File: src/rtl/bank_ctrl_pkg.sv
package bank_ctrl_pkg;

    localparam int SER_BITS = 5;

    typedef enum logic [1:0] {
        PM_WIDE0  = 2'd0,
        PM_WIDE1  = 2'd1,
        PM_FIXLOW = 2'd2,
        PM_FIXTOP = 2'd3
    } prg_mode_e;

    typedef enum logic [1:0] {
        TGT_CTRL = 2'd0,
        TGT_PATA = 2'd1,
        TGT_PATB = 2'd2,
        TGT_PRG  = 2'd3
    } target_e;

    typedef struct packed {
        logic [2:0]          cnt;
        logic [SER_BITS-1:0] shr;
        logic [SER_BITS-1:0] ctrl;
        logic [SER_BITS-1:0] pat_a;
        logic [SER_BITS-1:0] pat_b;
        logic [3:0]          prg;
        logic                busy;
    } loader_t;

endpackage

File: src/rtl/bank_serial_loader.sv
module bank_serial_loader
    import bank_ctrl_pkg::*;
(
    input  logic                clk,
    input  logic                rst_n,
    input  logic                wr_en,
    input  logic [15:0]         addr,
    input  logic [7:0]          data,
    output logic [SER_BITS-1:0] ctrl,
    output logic [SER_BITS-1:0] pat_a,
    output logic [SER_BITS-1:0] pat_b,
    output logic [3:0]          prg
);

    localparam logic [2:0] LAST_CNT = 3'(SER_BITS - 1);

    loader_t             st_d, st_q;
    logic                accept;
    logic [SER_BITS-1:0] shifted;
    logic                addr_unused;
    logic                data_unused;

    assign addr_unused = ^{addr[12:0]};
    assign data_unused = ^{data[6:1]};

    always_comb begin
        st_d    = st_q;
        accept  = wr_en && addr[15] && !st_q.busy;
        shifted = {data[0], st_q.shr[SER_BITS-1:1]};
        st_d.busy = accept;
        if (accept) begin
            if (data[7]) begin
                st_d.cnt  = '0;
                st_d.shr  = '0;
                st_d.ctrl = st_q.ctrl | 5'b01100;
            end else if (st_q.cnt == LAST_CNT) begin
                st_d.cnt = '0;
                st_d.shr = '0;
                case (target_e'(addr[14:13]))
                    TGT_CTRL: st_d.ctrl  = shifted;
                    TGT_PATA: st_d.pat_a = shifted;
                    TGT_PATB: st_d.pat_b = shifted;
                    default:  st_d.prg   = shifted[3:0];
                endcase
            end else begin
                st_d.cnt = st_q.cnt + 3'd1;
                st_d.shr = shifted;
            end
        end
    end

    always_ff @(posedge clk or negedge rst_n) begin
        if (!rst_n) begin
            st_q      <= '0;
            st_q.ctrl <= 5'b01100;
        end else begin
            st_q <= st_d;
        end
    end

    assign ctrl  = st_q.ctrl;
    assign pat_a = st_q.pat_a;
    assign pat_b = st_q.pat_b;
    assign prg   = st_q.prg;

    AST_OUTSIDE_IGNORED: assert property (@(posedge clk) disable iff (!rst_n)
        (wr_en && !addr[15]) |=> ($stable(st_q.cnt) && $stable(st_q.ctrl) && $stable(st_q.prg)));
    AST_CLEAR_FORCES_TOP: assert property (@(posedge clk) disable iff (!rst_n)
        (accept && data[7]) |=> (st_q.cnt == 3'd0 && st_q.ctrl[3:2] == 2'b11));
    AST_DROP_BACK_TO_BACK: assert property (@(posedge clk) disable iff (!rst_n)
        (st_q.busy && wr_en) |=> ($stable(st_q.cnt) && $stable(st_q.shr) && $stable(st_q.ctrl)));
    AST_COUNT_RANGE: assert property (@(posedge clk) disable iff (!rst_n)
        st_q.cnt <= LAST_CNT);
    AST_COMMIT_RESTART: assert property (@(posedge clk) disable iff (!rst_n)
        (accept && !data[7] && st_q.cnt == LAST_CNT) |=> (st_q.cnt == 3'd0));

endmodule

File: src/rtl/bank_prg_map.sv
module bank_prg_map
    import bank_ctrl_pkg::*;
#(
    parameter int PRG_BANKS = 32,
    parameter int PRG_W     = $clog2(PRG_BANKS)
) (
    input  logic             clk,
    input  logic             rst_n,
    input  logic [1:0]       mode,
    input  logic [3:0]       sel,
    input  logic             upper_half,
    output logic [PRG_W-1:0] bank_lo,
    output logic [PRG_W-1:0] bank_hi
);

    localparam int         HALF_BANKS = (PRG_BANKS > 16) ? 16 : PRG_BANKS;
    localparam logic [3:0] LAST_IDX   = 4'(HALF_BANKS - 1);

    logic [3:0] lo4, hi4;
    logic [4:0] full_lo, full_hi;

    always_comb begin
        case (prg_mode_e'(mode))
            PM_FIXLOW: begin
                lo4 = 4'd0;
                hi4 = sel;
            end
            PM_FIXTOP: begin
                lo4 = sel;
                hi4 = LAST_IDX;
            end
            default: begin
                lo4 = {sel[3:1], 1'b0};
                hi4 = {sel[3:1], 1'b1};
            end
        endcase
        full_lo = {upper_half, lo4};
        full_hi = {upper_half, hi4};
    end

    assign bank_lo = full_lo[PRG_W-1:0];
    assign bank_hi = full_hi[PRG_W-1:0];

    AST_WIDE_PAIR: assert property (@(posedge clk) disable iff (!rst_n)
        (mode[1] == 1'b0) |-> (!bank_lo[0] && bank_hi == PRG_W'(bank_lo + 1'b1)));
    AST_LOW_FIXED: assert property (@(posedge clk) disable iff (!rst_n)
        (mode == 2'd2) |-> ((int'(bank_lo) % 16) == 0));
    AST_TOP_HELD: assert property (@(posedge clk) disable iff (!rst_n)
        (mode == 2'd3 && $past(mode) == 2'd3 && $stable(upper_half)) |-> $stable(bank_hi));

endmodule

File: src/rtl/bank_chr_map.sv
module bank_chr_map #(
    parameter int CHR_BANKS = 32,
    parameter int CHR_W     = $clog2(CHR_BANKS)
) (
    input  logic             clk,
    input  logic             rst_n,
    input  logic             split,
    input  logic [4:0]       pat_a,
    input  logic [4:0]       pat_b,
    output logic [CHR_W-1:0] bank_lo,
    output logic [CHR_W-1:0] bank_hi
);

    logic [4:0] lo5, hi5;

    always_comb begin
        if (split) begin
            lo5 = pat_a;
            hi5 = pat_b;
        end else begin
            lo5 = {pat_a[4:1], 1'b0};
            hi5 = {pat_a[4:1], 1'b1};
        end
    end

    assign bank_lo = lo5[CHR_W-1:0];
    assign bank_hi = hi5[CHR_W-1:0];

    AST_JOINED_PAIR: assert property (@(posedge clk) disable iff (!rst_n)
        !split |-> (!bank_lo[0] && bank_hi == CHR_W'(bank_lo + 1'b1)));

endmodule

File: src/rtl/serial_bank_ctrl.sv
module serial_bank_ctrl
    import bank_ctrl_pkg::*;
#(
    parameter int PRG_BANKS = 32,
    parameter int CHR_BANKS = 32,
    localparam int PRG_W    = $clog2(PRG_BANKS),
    localparam int CHR_W    = $clog2(CHR_BANKS)
) (
    input  logic             clk,
    input  logic             rst_n,
    input  logic             cpu_wr,
    input  logic [15:0]      cpu_addr,
    input  logic [7:0]       cpu_data,
    output logic [PRG_W-1:0] prg_bank_lo,
    output logic [PRG_W-1:0] prg_bank_hi,
    output logic [CHR_W-1:0] chr_bank_lo,
    output logic [CHR_W-1:0] chr_bank_hi,
    output logic [1:0]       mirror
);

    logic [SER_BITS-1:0] ctrl_q, pat_a_q, pat_b_q;
    logic [3:0]          prg_q;

    bank_serial_loader i_loader (
        .clk   (clk),
        .rst_n (rst_n),
        .wr_en (cpu_wr),
        .addr  (cpu_addr),
        .data  (cpu_data),
        .ctrl  (ctrl_q),
        .pat_a (pat_a_q),
        .pat_b (pat_b_q),
        .prg   (prg_q)
    );

    bank_prg_map #(.PRG_BANKS(PRG_BANKS), .PRG_W(PRG_W)) i_prg (
        .clk        (clk),
        .rst_n      (rst_n),
        .mode       (ctrl_q[3:2]),
        .sel        (prg_q),
        .upper_half (pat_a_q[4]),
        .bank_lo    (prg_bank_lo),
        .bank_hi    (prg_bank_hi)
    );

    bank_chr_map #(.CHR_BANKS(CHR_BANKS), .CHR_W(CHR_W)) i_chr (
        .clk     (clk),
        .rst_n   (rst_n),
        .split   (ctrl_q[4]),
        .pat_a   (pat_a_q),
        .pat_b   (pat_b_q),
        .bank_lo (chr_bank_lo),
        .bank_hi (chr_bank_hi)
    );

    assign mirror = ctrl_q[1:0];

    AST_MIRROR_ONLY_ON_CTRL_WRITE: assert property (@(posedge clk) disable iff (!rst_n)
        !cpu_wr |=> $stable(mirror));

endmodule

File: config.mk
export PLATFORM = sky130hd
export DESIGN_NAME = serial_bank_ctrl
export DESIGN_NICKNAME = d
export VERILOG_FILES = /design/src/rtl/bank_ctrl_pkg.sv /design/src/rtl/bank_serial_loader.sv /design/src/rtl/bank_prg_map.sv /design/src/rtl/bank_chr_map.sv /design/src/rtl/serial_bank_ctrl.sv
export SDC_FILE = /design/constraint.sdc
export NUM_CORES = 1
export LEC_CHECK = 0
export CORE_ASPECT_RATIO = 0.5
export CORE_UTILIZATION = 45
export DETAILED_ROUTE_END_ITERATION = 16
export GPL_TIMING_DRIVEN = 0
export PLACE_DENSITY = 0.86
export SLEW_MARGIN = 20
export SYNTH_ARGS = -nofsm -noshare
export SYNTH_HDL_FRONTEND = slang
export SYNTH_HIERARCHICAL = 1
export SYNTH_SLANG_ARGS = --single-unit
File: constraint.sdc
create_clock -name clk -period 2.51 [get_ports clk]
set_clock_uncertainty 0.2 [all_clocks]
set_input_delay 0.502 -clock clk [delete_from_list [all_inputs] [get_ports clk]]
set_output_delay 0.502 -clock clk [all_outputs]
set_load 0.05 [all_outputs]
; ---- Yosys cells after proc, flatten, opt, wreduce, memory -nomap -nowiden
; Index checks and enable logic that the tools add are counted.
[word_totals]
reg_bits = 28
inputBits = 27
[classes]
n_addsub = 1
eq_ne = 5
n_mux = 11
n_bitwise = 2
reduce_logical = 12
[op_table]
columns = cell, count
row1 = 2-to-1 mux 5 bit, 4
row2 = 2-to-1 mux 19 bit, 1
row3 = case mux 4 bit (2 select lines), 2
row4 = AND reduction 4 bit, 4
row5 = 2-to-1 mux 13 bit, 1
row6 = 2-to-1 mux 8 bit, 1
row7 = == test 2 bit (second input constant), 3
row8 = 2-to-1 mux 4 bit, 1
row9 = nonzero test 2 bit, 2
row10 = adder 3 x 1 -> 3 bit (second input constant), 1
row11 = == test 3 bit (second input constant), 1
row12 = AND reduction 3 bit, 1
row13 = OR reduction 3 bit, 1
row14 = == test 2 x 1 -> 1 bit (second input constant), 1
row15 = logical AND 1 bit, 2
row16 = zero test 2 bit, 1
row17 = inverter 1 bit, 2
row18 = zero test 1 bit, 1
row19 = 2-to-1 mux 1 bit, 1

; ---- Longest topological paths before layout
; Gate-level depths: netlist (run 1).
[depth]
ltp_word = 5
depth_mapped = 5
depth_no_buf = 5

; ---- Cells and area by module
; The synthesis (run 1) kept the hierarchy.
[by_module_without_submodules]
columns = mod, instances, cells_per_inst, area_per_inst_um2
row1 = bank_serial_loader, 1, 100, 1313.8
row2 = bank_chr_map, 1, 10, 88.8
row3 = bank_prg_map, 1, 12, 87.6

; ---- Least setup slack after synthesis (run 1)
; No wires, ideal clock.
[synth_timing]
path_type = register to output
start = reg, netlist name i_loader/ctrl[2]
end = out prg_bank_hi[0]
arrival_time_ps = 1111
required_time_ps = 1808
setup_slack_ps = 697
stages_incl_launch_ff = 4
n_path_buf = 1
path_cell_list = dfstp_2 buf_4 nand2b_4 or2_1
[synth_between]
elab_chain_len = 2
elab_cells_between_ends = 3
[synth_rtl]
columns = element, line
row1 = == test 2 bit, bank_prg_map.sv:23  ; case (prg_mode_e'(mode))
row2 = case mux 4 bit (2 select lines) *, bank_prg_map.sv:23
row3 = to (decl), serial_bank_ctrl.sv:15  ; output logic [PRG_W-1:0] prg_bank_hi,
; Mark *: on every way between the ends. The rest lies on a longest branch, timed or not.

; ---- Worst setup path in the final report (run 1)
[layout_timing]
start = reg, netlist name i_loader/ctrl[4]
end = out chr_bank_lo[0]
[layout_between]
elab_chain_len = 1
[layout_rtl]
columns = element, line
row1 = 2-to-1 mux 1 bit, bank_chr_map.sv:17  ; if (split) begin
row2 = to (decl), serial_bank_ctrl.sv:16  ; output logic [CHR_W-1:0] chr_bank_lo,
; Every way passes these cells.

==> results of run 1 <==
-- cell type report --
| type | count | share of cell area, % |
|---|---|---|
| clock buffers | 4 | 2.43 |
| flip-flops and latches | 27 | 36.5 |
| well taps | 40 | 2.70 |
| plain buffers | 26 | 10.4 |
| multi-input cells | 66 | 32.8 |
| inverters | 3 | 0.607 |
| repair buffers | 29 | 14.6 |
-- sequential cells by signal (all words and copies together), names as in the netlist --
name / flops
i_loader/st_q: 4
i_loader/pat_b: 5
i_loader/prg: 4
i_loader/pat_a: 5
i_loader/ctrl: 5
i_loader/shifted: 4
-- cell families after synthesis --
kind of cell	synth area share (%)
AOI/OAI and AO/OA	4.87
adders and majority gates	1.68
buffers and inverters	13.7
DFF	45.5
muxes	16.6
and+or+nand+nor	17.6
-- stage by stage --
stage	worst slack, ps	total power, mW
finish	92.0	0.916
global route	38.7	0.958
CTS	79.0	0.924
detailed placement	63.2	0.690
global placement	139	0.682
floorplan	697	0.624
-- cells in the mapped netlist --
master,count,area share (%)
a211oi_1,2,1.0
a22o_1,4,2.4
a32o_1,1,0.67
and2_1,1,0.42
and2_2,4,2.0
and3_2,1,0.50
and4bb_2,1,0.84
buf_2,1,0.34
buf_4,25,13
clkinv_1,1,0.25
dfrtp_1,25,42
dfstp_2,2,3.5
ha_1,2,1.7
inv_1,2,0.50
mux2_2,22,17
nand2_1,3,0.76
nand2b_1,5,2.1
nand2b_4,1,0.92
nand3b_1,1,0.50
nand3b_4,1,1.3
nand4b_1,1,0.59
nand4bb_1,1,0.76
nor2_1,5,1.3
nor3_1,3,1.0
nor3b_1,1,0.50
nor3b_2,1,0.84
nor4_4,2,2.9
o21ai_0,1,0.34
o31ai_1,1,0.50
or2_1,1,0.42
-- power by group through the flow --
stage | sequential (mW) | clock (mW) | combinational [mW]
after floorplan | 0.486 | 0 | 0.138
after global placement | 0.492 | 0 | 0.190
after detailed placement | 0.495 | 0 | 0.195
after CTS | 0.487 | 0.247 | 0.190
after global routing | 0.491 | 0.264 | 0.203
final | 0.487 | 0.242 | 0.188
-- layer usage --
layer	global-route usage, %	vias up	wire (µm)
met3	4.09	2	89
met4	4.14	0	21
li1	-	467	-
met5	0	-	0
met2	29.5	21	1310
met1	20.6	485	1260
-- worst max path at each step --
stage | endpoint | cells after the start
global placement | i_loader/pat_a[1] | 4
CTS | chr_bank_lo[0] | 3
floorplan | prg_bank_hi[0] | 3
global route | chr_bank_lo[0] | 3
detailed placement | i_loader/prg[1] | 4
finish | chr_bank_lo[0] | 3
-- repair_timing --
action | CTS | global route
resized for setup | 12 | 0
setup endpoints to repair | 12 | 0
setup buffers | 0 | 0
endpoints found under the hold margin | 0 | 0
==> impl_metrics.tcl, run 1 <==
set metrics [dict create \
    outcome "finished clean" \
    antenna_found_initial 0 \
    fmax_mhz 414 \
    ys_types 30 \
    cts_tree "yes" \
    vias 975 \
    synth-seq-cells 27 \
    r2r_slack_ps 410 \
    power.share.combinational_pct 20.5 \
    cp_top_family "buffers and inverters" \
    r2r_start "i_loader/st_q[25]" \
    dpl-instance-area_mm2 0.00183 \
    crit_path_top_delay_cell "clkdlybuf4s50_1" \
    seq_area_um2 678 \
    cp-startpoint "i_loader/ctrl[4]" \
    fp.dieH_um 42.7 \
    path_clk_slew_ps 90 \
    slew_headroom_pct 56.6 \
    power.leakage_nw 0.941 \
    syn_area_per_cell_um2 12.2 \
    period_needed_ps 2420 \
    io_buffers 29 \
    avgViaCountPerCell 5.00 \
    postCtsHoldBufs 0 \
    p_sw_share_pct 28.6 \
    grt_pass1_vias 952 \
    hold_viol 0 \
    dp.cells 191 \
    cap_violations 0 \
    crit_type "flip-flop to output port" \
    routedWlPerCell_um 13.8 \
    insertion_delay_ps 270 \
    place.gp.congestion 0.819 \
    p_int_mw 0.654 \
    root_buffer "clkbuf_8" \
    area_delta_synth_final_pct 24.5 \
    multiInputGateArea_um2 608 \
    synth_nets 151 \
    tightest_slew_ps 649 \
    cts.htree.levels 1 \
    critPathBufInv 2 \
    p_seq_share_pct 53.1 \
    antenna_left 0 \
    power_per_cell_area_mw_per_mm2 494 \
    num_io_pins 49 \
    setup_viol 0 \
    synth_area_mm2 0.00149 \
    holdWs_ps 20.0 \
    finalCritPeriodShare_pct 96.3 \
    pwr-share-clk_pct 26.4 \
    grt_setup_unrepaired "false" \
    rows 14 \
    die_area_mm2 0.00356 \
    grt_pass1_wl_mm 4.47 \
    global_route.usage.total_pct 16.6 \
    ir_worst_vdd_mv 0.282 \
    clock_path_buffers 2 \
    startpoint_type "flip-flop" \
    dr.pass1.iters 4 \
    placeableCoreArea_mm2 0.00308 \
    stdcell_area_mm2 0.00186 \
    drt-total-wl_mm 2.68 \
    crit_required_ps 1810 \
    fillCellCount 261 \
    yosysSeqAreaShare_pct 45.5 \
    syn_inst 122 \
    max_stage_delay_ps 800 \
    drive_gt1_share_pct 41.9 \
    path_max_fanout 6 \
    cts_inserted_buffers 3 \
    final_cell_mix "buf_4, dfrtp_1, mux2_2" \
    drv_slew 0 \
    die_w_um 83.4 \
    reg2regPathDepth 5 \
    finalCoreUtilization_pct 60.2 \
    yosysWarnings 6 \
    first_iter_violations 53 \
    hp-class "input port to asynchronous set/reset pin" \
    cp-end-kind "output port" \
    grt_max_degree 28 \
    tns_ps 0 \
    dp_hpwl_mm 1.97 \
    path_cells "buf_4 > and2_2 > clkdlybuf4s50_1" \
    final_cells 195 \
    cts.sinks 27 \
    final_nets 185 \
    diodes 0 \
    gr-total-overflow 0 \
    reg2reg_to "i_loader/prg[1]" \
    remaining_drc_errors 0 \
    power_switching_mw 0.262 \
    initial_core_util_pct 48.3 \
    arrival_ps 1720 \
]
(Power assumes the default switching activity.)
==> run 2: changes to the inputs <==
- PLACE_DENSITY: 0.86 -> 0.79
- RECOVER_POWER: unset -> 25
==> run 2 against run 1 <==
Compared with the run above:
- critical path depth unchanged
- critical endpoint unchanged
- first-iteration DRC count decreased by 40%
- hold slack improved by 290 ps
- register-to-register slack improved by 70 ps
- die area unchanged
- final cell count unchanged
- global-route usage decreased by 0.54 points
- sequential power about the same
- wire length decreased by 5.0%
- sequential cell count unchanged
- final area about the same
- combinational power about the same
- largest power group unchanged
==> impl_metrics.tcl, run 2 (same netlist as run 1, synthesis figures left out) <==
set metrics [dict create \
    crit_path_top_delay_cell "clkdlybuf4s50_1" \
    crit_type "flip-flop to output port" \
    fmax_mhz 415 \
    gr-total-overflow 0 \
    tns_ps 0 \
    cts_tree "yes" \
    place.gp.congestion 0.827 \
    path_clk_slew_ps 90 \
    grt_pass1_wl_mm 4.37 \
    finalCoreUtilization_pct 60.1 \
    dp_hpwl_mm 1.94 \
    drt-total-wl_mm 2.55 \
    cts_inserted_buffers 3 \
    drv_slew 0 \
    hold_viol 0 \
    path_cells "buf_4 > and2_2 > clkdlybuf4s50_1" \
    die_w_um 83.4 \
    vias 952 \
    dpl-instance-area_mm2 0.00183 \
    drive_gt1_share_pct 41.3 \
    startpoint_type "flip-flop" \
    first_iter_violations 32 \
    grt_setup_unrepaired "false" \
    setup_viol 0 \
    slew_headroom_pct 5.63 \
    final_nets 185 \
    grt_max_degree 28 \
    final_cell_mix "buf_4, dfrtp_1, mux2_2" \
    power.leakage_nw 0.939 \
    num_io_pins 49 \
    stdcell_area_mm2 0.00185 \
    initial_core_util_pct 48.3 \
    setup_slack_ps 103 \
    arrival_ps 1700 \
    root_buffer "clkbuf_8" \
    io_buffers 29 \
    hp-class "flip-flop to flip-flop" \
    power_per_cell_area_mw_per_mm2 495 \
    path_max_fanout 6 \
    global_route.usage.total_pct 16.0 \
    p_int_mw 0.654 \
    antenna_left 0 \
    power.share.combinational_pct 20.3 \
    cp-end-kind "output port" \
    dr.pass1.iters 4 \
    p_sw_share_pct 28.8 \
    die_area_mm2 0.00356 \
    cts.htree.levels 1 \
    period_needed_ps 2410 \
    rows 14 \
    routedWlPerCell_um 13.1 \
    pwr-share-clk_pct 26.8 \
    area_delta_synth_final_pct 24.4 \
    avgViaCountPerCell 4.88 \
    ir_worst_vdd_mv 0.285 \
    placeableCoreArea_mm2 0.00308 \
    grt_pass1_vias 901 \
    crit_required_ps 1810 \
    remaining_drc_errors 0 \
    pre_cts_ws_ps 76.6 \
    max_stage_delay_ps 790 \
    fp.dieH_um 42.7 \
    r2r_slack_ps 480 \
    cts.sinks 27 \
    tightest_slew_ps 1420 \
    power_switching_mw 0.265 \
    p_seq_share_pct 52.9 \
    diodes 0 \
    postCtsSetupBuffers 0 \
    finalCritPeriodShare_pct 95.9 \
    insertion_delay_ps 270 \
    antenna_found_initial 0 \
    clock_path_buffers 2 \
    outcome "finished clean" \
    cap_violations 0 \
]
-- run 2: cell types whose count changed in the layout (fill, tap and decap cells not counted), sizes merged --
cell    previous run  this run
buf               27        26
clkbuf             4         5
-- run 2: routing by layer --
metal	GRT usage (%)	share of wire, %
met1	20.7	48
met2	27.9	47
met3	3.50	4.2
met4	4.14	0.55
met5	0	0
-- run 2: final timing paths --
kind,startpoint,endpoint,cells past startpoint
min,i_loader/pat_a[3],i_loader/pat_a[3],1
min reg2reg,i_loader/pat_a[3],i_loader/pat_a[3],1
max,i_loader/ctrl[4],chr_bank_lo[0],3
max reg2reg,i_loader/st_q[25],i_loader/prg[0],5
max in group asynchronous,rst_n,i_loader/pat_b[2],1
min in group asynchronous,rst_n,i_loader/ctrl[1],1
-- run 2: what timing repair did --
| action | CTS | global route |
|---|---|---|
| gates resized for setup | 12 | 0 |
| hold endpoints to repair | 0 | 0 |
| hold buffers | 0 | 0 |
| endpoints found under the setup margin | 12 | 0 |
-- run 2: critical path: cells and delay by family (launching register included) --
family	cells	cell delay (ps)
flip-flops	1	350
buffers and inverters	2	940
AND/OR/NAND/NOR	1	150
-- run 2: through the flow --
| step | std cells | hold WS, ps | power [mW] |
|---|---|---|---|
| 3_5_place_dp | 191 | 297 | 0.689 |
| 6_report | 195 | 313 | 0.919 |
| 3_3_place_gp | 191 | 291 | 0.684 |
| 4_1_cts | 195 | 46.9 | 0.928 |
| 5_1_grt | 195 | 323 | 0.961 |
| 2_1_floorplan | 122 | 6.41 | 0.624 |
-- run 2: layout make-up --
type	count	area, µm²
clock buffers	4	45.0
well taps	40	50.0
fillers	264	1230
flip-flops and latches	27	678
multi-input cells	66	608
repair buffers	29	269
inverters	3	11.3
plain buffers	26	193
-- run 2: power by group through the flow --
stage | Clock (mW) | Sequential, mW | Combinational [mW]
6_report | 0.246 | 0.486 | 0.187
5_1_grt | 0.266 | 0.491 | 0.204
4_1_cts | 0.253 | 0.486 | 0.189
3_5_place_dp | 0 | 0.494 | 0.195
3_3_place_gp | 0 | 0.493 | 0.191
2_1_floorplan | 0 | 0.486 | 0.138
==> run 3: changes to the inputs <==
- CTS_CLUSTER_DIAMETER: unset -> 100
==> results of run 3 <==
No change in the layout: final DEF, timing and power equal those of run 2.
